[config.mk]
export PLATFORM = sky130hd
export DESIGN_NAME = sc_pair_encoder
export DESIGN_NICKNAME = d
export VERILOG_FILES = /design/src/rtl/sc_enc_pkg.sv /design/src/rtl/sc_lfsr.sv /design/src/rtl/sc_lane.sv /design/src/rtl/sc_seq.sv /design/src/rtl/sc_pair_encoder.sv
export SDC_FILE = /design/constraint.sdc
export NUM_CORES = 1
export LEC_CHECK = 0
export BUFFER_PORTS_ARGS = -buffer_cell sky130_fd_sc_hd__buf_2
export CAP_MARGIN = 40
export CORE_UTILIZATION = 35
export DETAILED_ROUTE_END_ITERATION = 10
export HOLD_SLACK_MARGIN = 0.05
export PLACE_DENSITY = 0.62
export SETUP_SLACK_MARGIN = 0.05
export SLEW_MARGIN = 40
export SYNTH_ARGS = -nofsm -noshare
export SYNTH_HDL_FRONTEND = slang
export SYNTH_SLANG_ARGS = --single-unit
[constraint.sdc]
create_clock -name clk -period 4.9 [get_ports clk]
set_input_delay 0.245 -clock clk [delete_from_list [all_inputs] [get_ports clk]]
set_output_delay 0.245 -clock clk [all_outputs]
set_load 0.02 [all_outputs]
[src/rtl/sc_enc_pkg.sv]
package sc_enc_pkg;
  typedef enum logic [1:0] {
    MODE_IND  = 2'b00,
    MODE_POS  = 2'b01,
    MODE_NEG  = 2'b10,
    MODE_IND2 = 2'b11
  } corr_mode_t;
endpackage

[src/rtl/sc_lfsr.sv]
// Galois generator; exposes only its top OUT_W bits as the random sample.
module sc_lfsr #(
  parameter int          W     = 16,
  parameter int          OUT_W = 8,
  parameter logic [W-1:0] TAPS = 16'hB400,
  parameter logic [W-1:0] SEED = 16'hACE1
) (
  input  logic             clk,
  input  logic             rst,
  input  logic             load,
  input  logic             step,
  output logic [OUT_W-1:0] sample
);
  logic [W-1:0] state;
  logic [W-1:0] nxt;

  always_comb nxt = {1'b0, state[W-1:1]} ^ (state[0] ? TAPS : '0);

  always_ff @(posedge clk) begin
    if (rst || load) state <= SEED;
    else if (step)   state <= nxt;
  end

  assign sample = state[W-1 -: OUT_W];

  // a seeded maximal generator never reaches the all-zero lock state
  a_r9_state_nonzero: assert property (@(posedge clk) disable iff (rst) state != '0);
endmodule

[src/rtl/sc_lane.sv]
// One comparator lane with a registered, slot-gated output bit.
module sc_lane #(
  parameter int VAL_W = 8
) (
  input  logic             clk,
  input  logic             rst,
  input  logic             emit,
  input  logic [VAL_W-1:0] sample,
  input  logic [VAL_W-1:0] value,
  output logic             bit_o
);
  always_ff @(posedge clk) begin
    if (rst) bit_o <= 1'b0;
    else     bit_o <= emit && (sample < value);
  end

  // a zero value can never produce a 1
  a_r5_zero_never_one: assert property (@(posedge clk) disable iff (rst)
    (value == '0 && $past(value) == '0 && !$past(rst)) |-> !bit_o);
endmodule

[src/rtl/sc_seq.sv]
// Slot counter: accepts requests, paces the bit slots, raises done.
module sc_seq #(
  parameter int LEN_W = 9
) (
  input  logic             clk,
  input  logic             rst,
  input  logic             start,
  input  logic [LEN_W-1:0] len,
  output logic             accept,
  output logic             busy,
  output logic             vld,
  output logic             done
);
  logic [LEN_W-1:0] cnt;
  logic [LEN_W-1:0] len_q;
  logic             fin;

  assign accept = start && (len != '0);

  always_ff @(posedge clk) begin
    if (rst) begin
      busy  <= 1'b0;
      cnt   <= '0;
      len_q <= '0;
      vld   <= 1'b0;
      fin   <= 1'b0;
      done  <= 1'b0;
    end else begin
      vld  <= busy;
      done <= fin;
      fin  <= 1'b0;
      if (accept) begin
        busy  <= 1'b1;
        cnt   <= '0;
        len_q <= len;
      end else if (busy) begin
        cnt <= cnt + 1'b1;
        if (cnt == len_q - 1'b1) begin
          busy <= 1'b0;
          fin  <= 1'b1;
        end
      end
    end
  end

  // the slot counter stays inside the programmed length
  a_r2_cnt_bound: assert property (@(posedge clk) disable iff (rst) busy |-> cnt < len_q);
  // done follows a valid slot and lasts one cycle
  a_r3_done_after_last: assert property (@(posedge clk) disable iff (rst)
    done |-> (!vld && $past(vld)));
  a_r3_done_single: assert property (@(posedge clk) disable iff (rst) done |=> !done);
endmodule

[src/rtl/sc_pair_encoder.sv]
module sc_pair_encoder
  import sc_enc_pkg::*;
#(
  parameter int          VAL_W  = 8,
  parameter int          LEN_W  = 9,
  parameter int          RNG_W  = 16,
  parameter logic [RNG_W-1:0] TAPS   = 16'hB400,
  parameter logic [RNG_W-1:0] SEED_A = 16'hACE1,
  parameter logic [RNG_W-1:0] SEED_B = 16'h5D3B
) (
  input  logic             clk,
  input  logic             rst,
  input  logic             start,
  input  logic [LEN_W-1:0] stream_len,
  input  logic [1:0]       corr_mode,
  input  logic [VAL_W-1:0] value_a,
  input  logic [VAL_W-1:0] value_b,
  output logic             bit_a,
  output logic             bit_b,
  output logic             bit_vld,
  output logic             done
);
  localparam int LANES = 2;

  logic             accept, busy;
  corr_mode_t       mode_q;
  logic [VAL_W-1:0] val_q  [LANES];
  logic [VAL_W-1:0] rnd    [LANES];
  logic [VAL_W-1:0] smp    [LANES];
  logic             lane_bit [LANES];

  always_ff @(posedge clk) begin
    if (rst) begin
      mode_q   <= MODE_IND;
      val_q[0] <= '0;
      val_q[1] <= '0;
    end else if (accept) begin
      mode_q   <= corr_mode_t'(corr_mode);
      val_q[0] <= value_a;
      val_q[1] <= value_b;
    end
  end

  sc_seq #(.LEN_W(LEN_W)) u_seq (
    .clk(clk), .rst(rst), .start(start), .len(stream_len),
    .accept(accept), .busy(busy), .vld(bit_vld), .done(done)
  );

  for (genvar g = 0; g < LANES; g++) begin : g_lane
    sc_lfsr #(.W(RNG_W), .OUT_W(VAL_W), .TAPS(TAPS),
              .SEED(g == 0 ? SEED_A : SEED_B)) u_rng (
      .clk(clk), .rst(rst), .load(accept), .step(busy), .sample(rnd[g])
    );
    sc_lane #(.VAL_W(VAL_W)) u_lane (
      .clk(clk), .rst(rst), .emit(busy), .sample(smp[g]),
      .value(val_q[g]), .bit_o(lane_bit[g])
    );
  end

  // Lane A always uses its own generator; lane B's source follows the mode.
  always_comb begin
    smp[0] = rnd[0];
    case (mode_q)
      MODE_POS: smp[1] = rnd[0];
      MODE_NEG: smp[1] = ~rnd[0];
      default:  smp[1] = rnd[1];
    endcase
  end

  assign bit_a = lane_bit[0];
  assign bit_b = lane_bit[1];

  // no stray 1s outside valid slots
  a_r4_idle_zero: assert property (@(posedge clk) disable iff (rst)
    !bit_vld |-> (!bit_a && !bit_b));
  // overlapping mode nests the smaller stream in the larger one
  a_r7_pos_nested: assert property (@(posedge clk) disable iff (rst)
    (bit_vld && $past(mode_q) == MODE_POS && $past(val_q[0]) <= $past(val_q[1]))
      |-> !(bit_a && !bit_b));
  // anti-overlapping mode with sum 256 gives exact complements
  a_r8_neg_complement: assert property (@(posedge clk) disable iff (rst)
    (bit_vld && $past(mode_q) == MODE_NEG &&
     ({1'b0, $past(val_q[0])} + {1'b0, $past(val_q[1])}) == 9'd256)
      |-> (bit_a != bit_b));
endmodule

==> results.sh <==
export IMPL_yosys_area_share_adder_pct=6.35
export IMPL_cts_root_buf="clkbuf_8"
export IMPL_gr_total_overflow=0
export IMPL_synth_warnings=0
export IMPL_clk_pin_slew_ns=0.08
export IMPL_final_util_pct=41.0
export IMPL_clock_sinks=74
export IMPL_finClkSkew_ns=0.00637
export IMPL_p_seq_share_pct=51.1
export IMPL_gp_congestion=0.778
export IMPL_netlist_area_mm2=0.00355
export IMPL_initial_utilization_pct=36.1
export IMPL_port_buffers=33
export IMPL_whs_ns=0.133
export IMPL_max_cap_viol_count=0
export IMPL_hold_path_class="input pin to flip-flop"
export IMPL_synth_area_mux_share_pct=11.3
export IMPL_synth_seq_cells=74
export IMPL_p_switching_uw=343
export IMPL_fin_nets=447
export IMPL_power_leakage_uw=0.00172
export IMPL_synth_edff_count=16
export IMPL_worstPathMaxFanout=39
export IMPL_antenna_cells=0
export IMPL_grt_antenna_before_repair=0
export IMPL_wl_mm=6.51
export IMPL_io_pins=34
export IMPL_synth_common_cells="dfxtp_1, nand2_1, mux2i_1"
export IMPL_vias_per_cell=4.72
export IMPL_synth_top_area_share_pct=32.7
export IMPL_yosysMostFrequentCell="dfxtp_1"
export IMPL_period_share_pct=48.2
export IMPL_slew_viol_final=0
export IMPL_irDropWorstVdd_mv=0.256
export IMPL_min_period_ns=2.36
export IMPL_r2r_start="mode_q[0]"
export IMPL_rows=36
export IMPL_worstRegToRegCells=8
export IMPL_ys_seq_area_share_pct=46.3
export IMPL_hold_buffers=0
export IMPL_yosysTopAreaCell="dfxtp_1"
export IMPL_synthXorXnorAreaFrac_pct=5.18
export IMPL_die_w_um=103
export IMPL_required_ns=5.16
export IMPL_cts_buffers=9
export IMPL_grt_max_degree=45
export IMPL_drive_gt1_share_pct=13.9
export IMPL_synthCells=371
export IMPL_pwr_density_cell_mw_per_mm2=332
export IMPL_synth_fp_nets=419
export IMPL_clk_latency_ns=0.35
export IMPL_firstDrtPassIters=4
export IMPL_cts_setup_buffers=0
export IMPL_place_hpwl_mm=4.55
export IMPL_power_uw=1340
export IMPL_ant_nets=0
export IMPL_cts_resized=0
export IMPL_dieArea_mm2=0.0105
export IMPL_r2r_setup_slack_ns=2.69
export IMPL_reg2reg_to="g_lane[1].u_lane.bit_o"
export IMPL_slew_limit_headroom_pct=50.5
export IMPL_syn2layout_area_growth_pct=13.5
export IMPL_setup_viol=0
export IMPL_synth_compound_area_share_pct=8.11
export IMPL_synthSimpleGateAreaFrac_pct=18.0
export IMPL_grt_pass1_vias=2473
export IMPL_crit_path_start_kind="input pin"
export IMPL_cts_buffer_depth=2
export IMPL_power_frac_clock_pct=37.3
export IMPL_wire_per_inst_um=12.1
export IMPL_ys_flop_type="dfxtp_1"
export IMPL_grtUsageTotal_pct=14.0
export IMPL_tightestPinTransition_ns=0.741
export IMPL_place_inst=520
export IMPL_hold_violations=0
export IMPL_comb_power_share_pct=11.6
export IMPL_holdPathStages=3
export IMPL_whs_endpoint="mode_q[1]"
export IMPL_grt_pass1_wl_mm=11.3
export IMPL_power_internal_uw=995
export IMPL_stdcell_count=537
export IMPL_vias=2535
export IMPL_die_h_um=103
export IMPL_yosysUniqueCellTypes=44
export IMPL_drc=0
export IMPL_htree_levels=3
export IMPL_cts_tree="yes"
export IMPL_async_reset_ff_share_pct=0
export IMPL_finalSetupTns_ns=0
export IMPL_swShare_pct=25.6
export IMPL_fmax_mhz=423
export IMPL_drt_iter0_drc=77
export IMPL_grt_setup_unrepaired="no"
export IMPL_syn_area_per_cell_um2=9.56
export IMPL_critical_path_class="input pin to flip-flop"
export IMPL_core_mm2=0.00982
export IMPL_endpoint_kind="flip-flop"
export IMPL_hold_path_startpoint="corr_mode[1]"
export IMPL_outcome="complete, no violations"
export IMPL_arrival_ns=2.62
export IMPL_synth_area_leaders="dfxtp_1, edfxtp_1, mux2i_1"
export IMPL_synth_top_family_by_area="simple AND/OR/NAND/NOR gates"
sequential cells by signal (all words and copies together) (netlist names):
signal / count
val_q: 16
u_seq.len_q: 9
g_lane.u_rng.state: 32
u_seq.vld: 1
g_lane.u_lane.bit_o: 2
u_seq.busy: 1
u_seq.fin: 1
u_seq.cnt: 9
u_seq.done: 1
mode_q: 2
cell type report:
cell class	instances	area [um2]
Tap cell	133	166
Clock inverter	5	61.3
Clock buffer	11	153
Inverter	22	82.6
Timing Repair Buffer	35	180
Multi-Input combinational cell	257	1740
Sequential cell	74	1650
Fill cell	1026	5790
worst max path at each step:
| stage | start | endpoint | depth (start not counted) |
|---|---|---|---|
| floorplan | mode_q[0] | g_lane[1].u_lane.bit_o | 10 |
| global placement | stream_len[4] | val_q[0][3] | 6 |
| detailed placement | stream_len[4] | g_lane[0].u_rng.state[12] | 7 |
| CTS | stream_len[4] | g_lane[0].u_rng.state[12] | 7 |
| global route | stream_len[4] | g_lane[0].u_rng.state[12] | 8 |
| finish | stream_len[4] | g_lane[0].u_rng.state[12] | 8 |
placed cells by master, fill, tap and decap left out, drive strengths merged, types with 2 or more instances in the layout:
cell    count
a211oi      4
a21o        3
a21oi      12
and2       16
and3        3
buf        35
clkbuf     11
clkinv      4
dfxtp      58
edfxtp     16
ha         18
inv        22
mux2i      40
nand2      55
nand2b      4
nand3       3
nand4       7
nor2       31
nor2b       3
nor3        5
nor3b       2
nor4        2
o21ai      12
xnor2      11
xor2       10
cell families after synthesis:
logic type,count (synthesis)
simple gates,136
flops,74
compound gates,42
buf+inv,40
mux,40
xor+xnor,21
fa+ha+maj,18
routing by layer:
metal	GRT usage, %	vias to the layer above	part of all wire, %
li1	-	1312	-
met1	17.1	1180	48
met2	23.0	38	46
met3	4.88	5	4.5
met4	4.29	0	1.1
met5	0	-	0
stage by stage:
| stage | cell area [um2] | worst slack (ns) |
|---|---|---|
| 6_report | 4030 | 2.54 |
| 5_1_grt | 4030 | 2.36 |
| 4_1_cts | 4020 | 2.42 |
| 3_5_place_dp | 3800 | 2.06 |
| 3_3_place_gp | 3800 | 2.12 |
| 2_1_floorplan | 3550 | 2.89 |
critical path, cell delays in order:
cell and delay (ns):
buf_2 0.10, or4_4 0.54, o41ai_4 0.46, buf_4 0.26
nor2b_1 0.14, buf_4 0.23, inv_2 0.33, a211oi_1 0.29
power by group through the flow:
stage,clock (uW),sequential [uW],combinational (uW)
detailed placement,0,698,156
global placement,0,698,151
finish,499,683,156
CTS,512,684,157
floorplan,0,681,130
global route,535,689,178
Note: power is estimated with default switching activity, not from simulation.
